--- src/rtl/rsd_pkg.sv ---
package rsd_pkg;
  localparam int BUS_W = 32;
  localparam int DLY_W = 8;
  typedef logic [DLY_W-1:0] dly_t;
endpackage

--- src/rtl/rsd_cfg_reg.sv ---
module rsd_cfg_reg
  import rsd_pkg::*;
(
  input  logic             clk,
  input  logic             rst_n,
  input  logic             ctrl_enable,
  input  logic             cfg_wr,
  input  logic [BUS_W-1:0] cfg_wdata,
  output dly_t             dly_value,
  output logic [BUS_W-1:0] cfg_rdata
);
  dly_t dly_q;

  always_ff @(posedge clk or negedge rst_n) begin
    if (!rst_n) begin
      dly_q <= '0;
    end else if (cfg_wr && !ctrl_enable) begin
      dly_q <= cfg_wdata[DLY_W-1:0];
    end
  end

  assign dly_value = dly_q;
  assign cfg_rdata = {{(BUS_W-DLY_W){1'b0}}, dly_q};

  // a write while enabled must not move the stored value
  p_wr_locked_r2: assert property (@(posedge clk) disable iff (!rst_n)
    (ctrl_enable && cfg_wr) |=> $stable(dly_q));
endmodule

--- src/rtl/rsd_delay_line.sv ---
module rsd_delay_line
  import rsd_pkg::*;
#(
  parameter int DEPTH = 4
) (
  input  logic clk,
  input  logic rst_n,
  input  logic sample_tick,
  input  logic master_mode,
  input  dly_t dly_value,
  output logic tap
);
  localparam int SEL_W = (DEPTH < 1) ? 1 : $clog2(DEPTH + 1);

  logic [DEPTH:0]   line;
  logic             in_range;
  logic [SEL_W-1:0] sel;

  assign line[0] = sample_tick;

  for (genvar g = 1; g <= DEPTH; g++) begin : g_stage
    always_ff @(posedge clk or negedge rst_n) begin
      if (!rst_n) begin
        line[g] <= 1'b0;
      end else begin
        line[g] <= line[g-1];
      end
    end
  end

  assign in_range = ({{(32-DLY_W){1'b0}}, dly_value} <= 32'(DEPTH));

  always_comb begin
    if (master_mode && in_range) begin
      sel = dly_value[SEL_W-1:0];
    end else begin
      sel = '0;
    end
  end

  always_comb begin
    tap = 1'b0;
    for (int i = 0; i <= DEPTH; i++) begin
      if (sel == SEL_W'(i)) begin
        tap = line[i];
      end
    end
  end
endmodule

--- src/rtl/rsd_capture.sv ---
module rsd_capture (
  input  logic clk,
  input  logic rst_n,
  input  logic tap,
  input  logic rxd,
  output logic dly_tick,
  output logic rx_bit
);
  always_ff @(posedge clk or negedge rst_n) begin
    if (!rst_n) begin
      dly_tick <= 1'b0;
      rx_bit   <= 1'b0;
    end else begin
      dly_tick <= tap;
      if (tap) begin
        rx_bit <= rxd;
      end
    end
  end

  // a delayed tick carries the input of the cycle before it
  p_capture_r8: assert property (@(posedge clk) disable iff (!rst_n)
    dly_tick |-> (rx_bit == $past(rxd)));

  // the captured bit only moves together with a tick
  p_hold_r8: assert property (@(posedge clk) disable iff (!rst_n)
    !$stable(rx_bit) |-> dly_tick);
endmodule

--- src/rtl/rx_sample_delay.sv ---
module rx_sample_delay
  import rsd_pkg::*;
#(
  parameter int DEPTH = 4
) (
  input  logic        clk,
  input  logic        rst_n,
  input  logic        ctrl_enable,
  input  logic        master_mode,
  input  logic        cfg_wr,
  input  logic [31:0] cfg_wdata,
  output logic [31:0] cfg_rdata,
  input  logic        sample_tick,
  input  logic        rxd,
  output logic        dly_tick,
  output logic        rx_bit
);
  dly_t dly_value;
  logic tap;

  rsd_cfg_reg u_cfg (
    .clk        (clk),
    .rst_n      (rst_n),
    .ctrl_enable(ctrl_enable),
    .cfg_wr     (cfg_wr),
    .cfg_wdata  (cfg_wdata),
    .dly_value  (dly_value),
    .cfg_rdata  (cfg_rdata)
  );

  rsd_delay_line #(.DEPTH(DEPTH)) u_line (
    .clk        (clk),
    .rst_n      (rst_n),
    .sample_tick(sample_tick),
    .master_mode(master_mode),
    .dly_value  (dly_value),
    .tap        (tap)
  );

  rsd_capture u_cap (
    .clk     (clk),
    .rst_n   (rst_n),
    .tap     (tap),
    .rxd     (rxd),
    .dly_tick(dly_tick),
    .rx_bit  (rx_bit)
  );

  // upper readback bits stay clear
  p_upper_zero_r1: assert property (@(posedge clk) disable iff (!rst_n)
    cfg_rdata[31:8] == 24'd0);

  // slave mode passes the tick after one register stage
  p_slave_bypass_r6: assert property (@(posedge clk) disable iff (!rst_n)
    (!master_mode && sample_tick) |=> dly_tick);

  // out-of-range value falls back to zero delay
  p_overrange_r7: assert property (@(posedge clk) disable iff (!rst_n)
    (master_mode && ({24'd0, dly_value} > 32'(DEPTH)) && sample_tick) |=> dly_tick);
endmodule

--- config.mk ---
export PLATFORM = sky130hd
export DESIGN_NAME = rx_sample_delay
export DESIGN_NICKNAME = d
export VERILOG_FILES = /design/src/rtl/rsd_pkg.sv /design/src/rtl/rsd_cfg_reg.sv /design/src/rtl/rsd_delay_line.sv /design/src/rtl/rsd_capture.sv /design/src/rtl/rx_sample_delay.sv
export SDC_FILE = /design/constraint.sdc
export NUM_CORES = 1
export LEC_CHECK = 0
export BUFFER_PORTS_ARGS = -buffer_cell sky130_fd_sc_hd__buf_2
export CAP_MARGIN = 10
export CORE_MARGIN = 5
export CORE_UTILIZATION = 35
export DETAILED_ROUTE_END_ITERATION = 16
export HOLD_SLACK_MARGIN = 0.06
export PLACE_DENSITY = 0.78
export SYNTH_ARGS = -nofsm -noshare
export SYNTH_HDL_FRONTEND = slang
export SYNTH_SLANG_ARGS = --single-unit
--- constraint.sdc ---
create_clock -name clk -period 2.5 [get_ports clk]
set_clock_uncertainty 0.1 [all_clocks]
set_input_delay 0.25 -clock clk [delete_from_list [all_inputs] [get_ports clk]]
set_output_delay 0.25 -clock clk [all_outputs]
set_load 0.02 [all_outputs]
==> key figures, run 1 <==
Run status
  – Status: complete, no violations

Min path
  – Hold WC Path Type: in2reg
  – Hold Crit Depth: 2

Critical path
  – Worst R2R Setup Slack: 0.47 ns
  – Cell family with the largest share of critical-path delay: simple AND/OR/NAND/NOR gates
  – Critical-path cell list: nor4_2, nand3b_1, mux2_1, or3_4, mux2_4
  – Startpoint type of the worst setup path: flip-flop
  – Crit-path max FO: 3
  – Slowest cell on the critical path: dfrtp_1
  – WP data arrival: 2.10 ns
  – Worst Reg-to-Reg Cells: 5
  – WP buf/inv: 0
  – Setup CP Type: reg2reg
  – Crit-path max cell delay: 0.41 ns
  – Worst EP required: 2.57 ns
  – Crit end category: flip-flop
  – CP Depth: 5

Final layout
  – Antenna Cells: 0
  – Area Overhead vs Synth: 15.05%
  – Register area: 350.3 µm²
  – Layout cell share with drive strength beyond 1: 43.96%
  – Area of the multi-input gates: 300.3 µm²
  – Fill cell total of the finished layout: 201
  – Layout Nets: 131
  – Most frequent cells in the layout: conb_1, buf_2, dfrtp_1

STA
  – Fin crit period: 2.032 ns
  – Slew headroom: 57.93%
  – Max-slew violations: 0
  – Setup TNS: 0 ns
  – # setup viols final: 0
  – Worst-Margin Slew: 0.6297 ns
  – Fin crit share: 81.29%
  – Final Hold Vio Count: 0
  – Final worst setup slack: 0.4676 ns
  – F_max: 492.0 MHz
  – Unrepaired setup endpoints after global routing: no

Routing
  – Post-route DRC: 0
  – Total Routed Length: 1278 µm
  – First-pass DRT Iterations: 4
  – Vias post-DR: 484
  – Iteration-0 DRC count of the detailed router: 4
  – Routed vias/inst: 4.102
  – Antenna-violating nets left: 0
  – Wirelength per Cell: 10.83 µm

Synth
  – Synth cell types: 17
  – Yosys reg bits: 14
  – YS warnings: 0
  – Mapped Area: 748.2 µm²
  – Post-synthesis average cell area: 11.88 µm²
  – Synth Instances: 63
  – Seq/Total Area, Yosys: 46.82%

Placed design
  – I/O Buffers: 24
  – GPL Wtd Cong: 0.7456
  – Hpwl dp: 1056 µm
  – Dpl ws: 0.4663 ns

Clocking
  – CTS tree: built
  – CTS Buf Count: 3
  – # H-tree levels: 1
  – CTS sink cnt: 14
  – CTS max path bufs: 2
  – Skew-Pair Late Insertion Delay: 0.28 ns
  – Root Buffer Master: clkbuf_4
  – Clock transition at the registers of the reported paths: 0.09 ns

Floorplanning
  – FP Rows: 16
  – Core area: 0.002002 mm²
  – Die height: 56.24 µm
  – Effective utilization at floorplan: 37.38%
  – DIE AREA: 0.003162 mm²
  – Ports: 73
  – Die width: 56.24 µm

Power
  – Peak supply drop: 0.4628 mV
  – Pwr Density: 687.1 mW/mm²
  – Leak pwr: 0.4402 nW

Global route
  – Initial antenna violation count: 0
  – GRT overflow: 0
  – First-pass GRT wire length: 2063 µm
  – Via count of the first global-routing pass: 479
  – Total GRT Usage: 7.969%
  – Largest net degree at the start of global routing: 15

Flow run
  – Number of max-cap violations: 0
==> power by group <==
group | switching (W) | internal (W) | total (W) | leakage, nW
Combinational | 0.0000946 | 0.0000588 | 0.000153 | 0.256
Sequential | 0.0000230 | 0.000253 | 0.000276 | 0.163
Clock | 0.0000731 | 0.0000885 | 0.000162 | 0.0210
Total | 0.000191 | 0.000401 | 0.000591 | 0.440
==> kinds of logic (layout without fill, tap and decap cells) <==
group	count (synthesis)	in the layout	synth area share, %
compound gates	1	1	0.6683
flops	14	14	46.82
buf+inv	25	30	24.58
simple gates	10	10	9.029
other cells	1	24	0.5012
mux	12	12	18.39
==> flip-flops by register name, indices dropped and copies added (netlist names) <==
register         flops
u_cfg.dly_value      8
u_cap.dly_tick       1
u_cap.rx_bit         1
u_line.line          4
==> routing by layer <==
layer / part of all wire [%] / GRT usage (%)
met1: 36 / 9.402
met2: 47 / 14.02
met3: 17 / 3.016
met4: 0 / 1.017
met5: 0 / 0
==> what timing repair did <==
| item | in CTS | in global routing |
|---|---|---|
| gates resized for setup | 0 | 0 |
| endpoints found under the hold margin | 15 | 0 |
| hold buffers | 2 | 0 |
| buffers inserted | 0 | 0 |
==> worst reg2reg max path: cells and delay by family, from the launching register on <==
family	cells	cell delay, ns
AND/OR/NAND/NOR	3	0.78
multiplexers	2	0.63
flip-flops	1	0.41
==> cell usage after synthesis <==
cell type / count / share of area (%)
mux2i_1: 1 / 1.3
o21ai_0: 1 / 0.67
nor2b_1: 1 / 0.84
mux2_4: 1 / 2.0
dfrtp_1: 14 / 47
conb_1: 1 / 0.50
or3_4: 1 / 1.5
nor2_1: 1 / 0.50
buf_4: 24 / 24
nor3_1: 1 / 0.67
nand2_1: 2 / 1.0
nand3b_1: 2 / 2.0
clkbuf_1: 1 / 0.50
mux2_2: 9 / 14
mux2_1: 1 / 1.5
nor4_2: 1 / 1.7
and3_1: 1 / 0.84
==> layout make-up <==
type	instances	share of cell area, %
repair buffers	26	16.28
flip-flops and latches	14	40.70
clock buffers	4	4.215
multi-input cells	47	34.88
well taps	27	3.924
==> worst paths after layout <==
path,start,end
worst min-delay path,cfg_wdata[5],u_cfg.dly_value[5]$_DFFE_PN0P_
min in group asynchronous,rst_n,u_cfg.dly_value[7]$_DFFE_PN0P_
worst min register to register,u_line.line[1]$_DFF_PN0_,u_line.line[2]$_DFF_PN0_
worst max register to register,u_cfg.dly_value[5]$_DFFE_PN0P_,u_cap.rx_bit$_DFFE_PN0P_
max in group asynchronous,rst_n,u_line.line[4]$_DFF_PN0_
worst max-delay path,u_cfg.dly_value[5]$_DFFE_PN0P_,u_cap.rx_bit$_DFFE_PN0P_
==> stage by stage <==
stage | instances | util, % | hold slack, ns | instance area (µm²) | power (W)
finish | 118 | 43.00 | 0.09868 | 860.8 | 0.0005915
global route | 118 | 43.00 | 0.1009 | 860.8 | 0.0006211
CTS | 118 | 43.00 | 0.1038 | 860.8 | 0.0005914
detailed placement | 112 | 40.19 | 0.05525 | 804.5 | 0.0004327
global placement | 112 | 40.19 | 0.05164 | 804.5 | 0.0004281
floorplan | 86 | - | -0.1456 | 834.6 | 0.0004120
Power figures use the tool's default switching activity.
==> run 2, diff against run 1 <==
Settings changed: ABC_AREA set to 1, PLACE_DENSITY 0.78 to 0.77.
Clock period 2.5 ns to 1.9 ns, I/O delays scaled along.
==> run 2 against run 1 <==
Fmax is 61% higher. Total power grew 19%. Area after synthesis increased by 2.7%. Cell count is 25% higher. First-iteration DRC count is 100% higher. Setup slack better by 0.17 ns. Register-to-register slack improved by 0.17 ns. Wire length is 11% higher. Die area rose by 2.2%. Critical path type unchanged. Critical endpoint unchanged. Highest routed layer is now met4.
==> key figures, run 2 <==
Final layout
  – Area Overhead vs Synth: 20.68%
  – Area of the multi-input gates: 285.3 µm² (-5.0%)
  – Layout cell share with drive strength beyond 1: 27.73% (-16 points)
  – Most frequent cells in the layout: conb_1, buf_2, dfrtp_1
  – Final non-filler cell total: 147 (+25%)
  – Register area: 350.3 µm² (unchanged)
  – Max reg flops: 8 (unchanged)
  – Layout Nets: 160 (+22%)
  – Antenna Cells: 0 (unchanged)
  – Final core utilization: 43.16% (+0.16 points)
  – Fill cell total of the finished layout: 214 (+6.5%)

Synth
  – Mapped Area: 768.2 µm² (+2.7%)
  – Post-synthesis average cell area: 8.933 µm² (-25%)
  – Seq/Total Area, Yosys: 45.60% (-1.2 points)
  – Synth Flop Type: dfrtp_1
  – Synth Instances: 86 (+37%)
  – Synth top cells by count: buf_4, dfrtp_1, nand2_1
  – EDFF count, synth: 0 (unchanged)
  – Post-synth top area cell: dfrtp_1
  – Ranking of synthesized cells by area: dfrtp_1, buf_4, mux2_1
  – Yosys top cell area share: 45.60% (-1.2 points)
  – Synth cell types: 14 (-3)
  – Count leader, synth: buf_4
  – Async SR Flop Fraction: 100.0% (unchanged)
  – YS warnings: 0 (unchanged)
  – Yosys reg bits: 14 (unchanged)

Min path
  – Hold WC Path Type: in2reg
  – Hold Crit Start: cfg_wdata[0]

Critical path
  – Crit end category: flip-flop
  – WP data arrival: 1.33 ns (-0.77 ns)
  – Setup CP Type: reg2reg
  – Worst r2r dst: u_cap.rx_bit$_DFFE_PN0P_
  – Slowest cell on the critical path: dfrtp_1
  – Worst Reg-to-Reg Cells: 10 (+5)
  – Startpoint type of the worst setup path: flip-flop
  – Worst EP required: 1.97 ns (-0.60 ns)
  – Critical-path cell list: inv_2, nand2_1, inv_1, nand3_1, nor2_2, o21ai_1, nand2_1, nand2_1, nand2_1, nand2_1
  – Crit-path max cell delay: 0.40 ns (about the same)
  – Crit path to: u_cap.rx_bit$_DFFE_PN0P_
  – Worst R2R Setup Slack: 0.64 ns (+0.17 ns)
  – Critical path launch point: u_cfg.dly_value[3]$_DFFE_PN0P_
  – CP dominant cell by count: nand2_1
  – Crit-path max FO: 2 (-1)
  – Worst reg2reg path startpoint: u_cfg.dly_value[3]$_DFFE_PN0P_

STA
  – Setup TNS: 0 ns (unchanged)
  – F_max: 791.5 MHz (+61%)
  – # setup viols final: 0 (unchanged)
  – Final Hold Vio Count: 0 (unchanged)
  – Max-slew violations: 0 (unchanged)
  – Fin crit period: 1.263 ns (-0.7690 ns)
  – Unrepaired setup endpoints after global routing: no
  – Fin crit share: 66.50% (-15 points)

Power
  – Peak supply drop: 0.4764 mV (+2.9%)
  – Design Power: 0.0007062 W (+19%)
  – Pwr Density: 761.7 mW/mm² (+11%)
  – Leak pwr: 0.5134 nW (+17%)

Routing
  – Vias post-DR: 582 (+20%)
  – Total Routed Length: 1422 µm (+11%)
  – Post-route DRC: 0 (unchanged)
  – Iteration-0 DRC count of the detailed router: 8 (+4)
  – Wirelength per Cell: 9.673 µm (-11%)
  – First-pass DRT Iterations: 4 (unchanged)
  – Antenna-violating nets left: 0 (unchanged)
  – Routed vias/inst: 3.959 (-3.5%)

Global route
  – GRT overflow: 0 (unchanged)
  – Via count of the first global-routing pass: 584 (+22%)
  – Initial antenna violation count: 0 (unchanged)
  – Total GRT Usage: 9.199% (+1.2 points)
  – Largest net degree at the start of global routing: 15 (unchanged)
  – First-pass GRT wire length: 2325 µm (+13%)

Clocking
  – CTS tree: built
  – Skew-Pair Late Insertion Delay: 0.27 ns (about the same)
  – CTS Buf Count: 3 (unchanged)
  – CTS sink cnt: 14 (unchanged)
  – Root Buffer Master: clkbuf_4
  – # H-tree levels: 1 (unchanged)
  – Clock transition at the registers of the reported paths: 0.07 ns (-0.02 ns)
  – CTS max path bufs: 2 (unchanged)
  – Resized cells post-CTS: 0 (unchanged)

Floorplanning
  – Ports: 73 (unchanged)
  – Die width: 56.85 µm (+1.1%)
  – Core area: 0.002148 mm² (+7.3%)
  – FP Rows: 17 (+1)
  – Die height: 56.85 µm (+1.1%)
  – Effective utilization at floorplan: 35.76% (-1.6 points)
  – DIE AREA: 0.003232 mm² (+2.2%)

Placed design
  – GPL Wtd Cong: 0.7059 (-5.3%)
  – I/O Buffers: 24 (unchanged)
  – Placed insts: 136 (+21%)
  – Hpwl dp: 1117 µm (+5.8%)

Run status
  – Status: complete, no violations

Flow run
  – Number of max-cap violations: 0 (unchanged)
-- run 2: layout make-up --
type	instances	share of cell area [%]
tap	28	3.779
clock buffer	3	2.429
sequential	14	37.79
inverter	9	3.644
timing repair buffer	32	21.59
multi-input combinational	61	30.77
-- run 2: logic make-up (layout without fill, tap and decap cells) --
kind of cell / Yosys count / count (layout) / share of synthesized area (%)
buffers and inverters: 34 / 44 / 28.50
other: 1 / 24 / 0.4881
AO/OA/AOI/OAI: 5 / 5 / 3.257
flip-flops: 14 / 14 / 45.60
AND/OR/NAND/NOR: 28 / 28 / 16.29
multiplexers: 4 / 4 / 5.863
-- run 2: per-layer routing --
| layer | track usage, % | routed length (µm) | part of all wire, % | vias up |
|---|---|---|---|---|
| met4 | 4.967 | 4 | 0.28 | 0 |
| met2 | 16.17 | 687 | 48 | 41 |
| met5 | 0 | 0 | 0 | - |
| met1 | 10.00 | 539 | 38 | 256 |
| met3 | 2.299 | 191 | 13 | 2 |
| li1 | - | - | - | 283 |
-- run 2: power breakdown --
| group | leakage (nW) | internal (W) | total, W | switching, W |
|---|---|---|---|---|
| clock | 0.0138 | 0.0000733 | 0.000156 | 0.0000829 |
| combinational | 0.339 | 0.0000636 | 0.000195 | 0.000131 |
| sequential | 0.161 | 0.000329 | 0.000355 | 0.0000262 |
| total | 0.513 | 0.000466 | 0.000706 | 0.000240 |
-- run 2: how the worst min path moves through the flow --
stage / end / depth (start not counted)
5_1_grt: u_cfg.dly_value[3]$_DFFE_PN0P_ / 3
6_report: u_cfg.dly_value[0]$_DFFE_PN0P_ / 3
3_5_place_dp: u_cfg.dly_value[5]$_DFFE_PN0P_ / 1
3_3_place_gp: u_cfg.dly_value[3]$_DFFE_PN0P_ / 1
4_1_cts: u_cfg.dly_value[0]$_DFFE_PN0P_ / 3
2_1_floorplan: u_cap.dly_tick$_DFF_PN0_ / 0
-- run 2: critical path, delay by kind of cell, from the launching register on --
family,cells,cell delay [ns]
buffers and inverters,2,0.12
AND/OR/NAND/NOR,7,0.49
AO/OA/AOI/OAI,1,0.07
flip-flops,1,0.40
-- run 2: stage by stage --
step | worst slack, ns | hold WS [ns] | cell area, µm²
floorplan | 0.6303 | -0.2056 | 854.6
global placement | 0.6792 | -0.009171 | 824.5
detailed placement | 0.6397 | 0.001603 | 824.5
CTS | 0.6191 | 0.07567 | 927.1
global route | 0.4905 | 0.09180 | 927.1
finish | 0.6366 | 0.08461 | 927.1
-- run 2: timing repair --
item	in CTS	in global routing
endpoints found under the hold margin	21	0
setup buffers	0	0
hold buffers	8	0
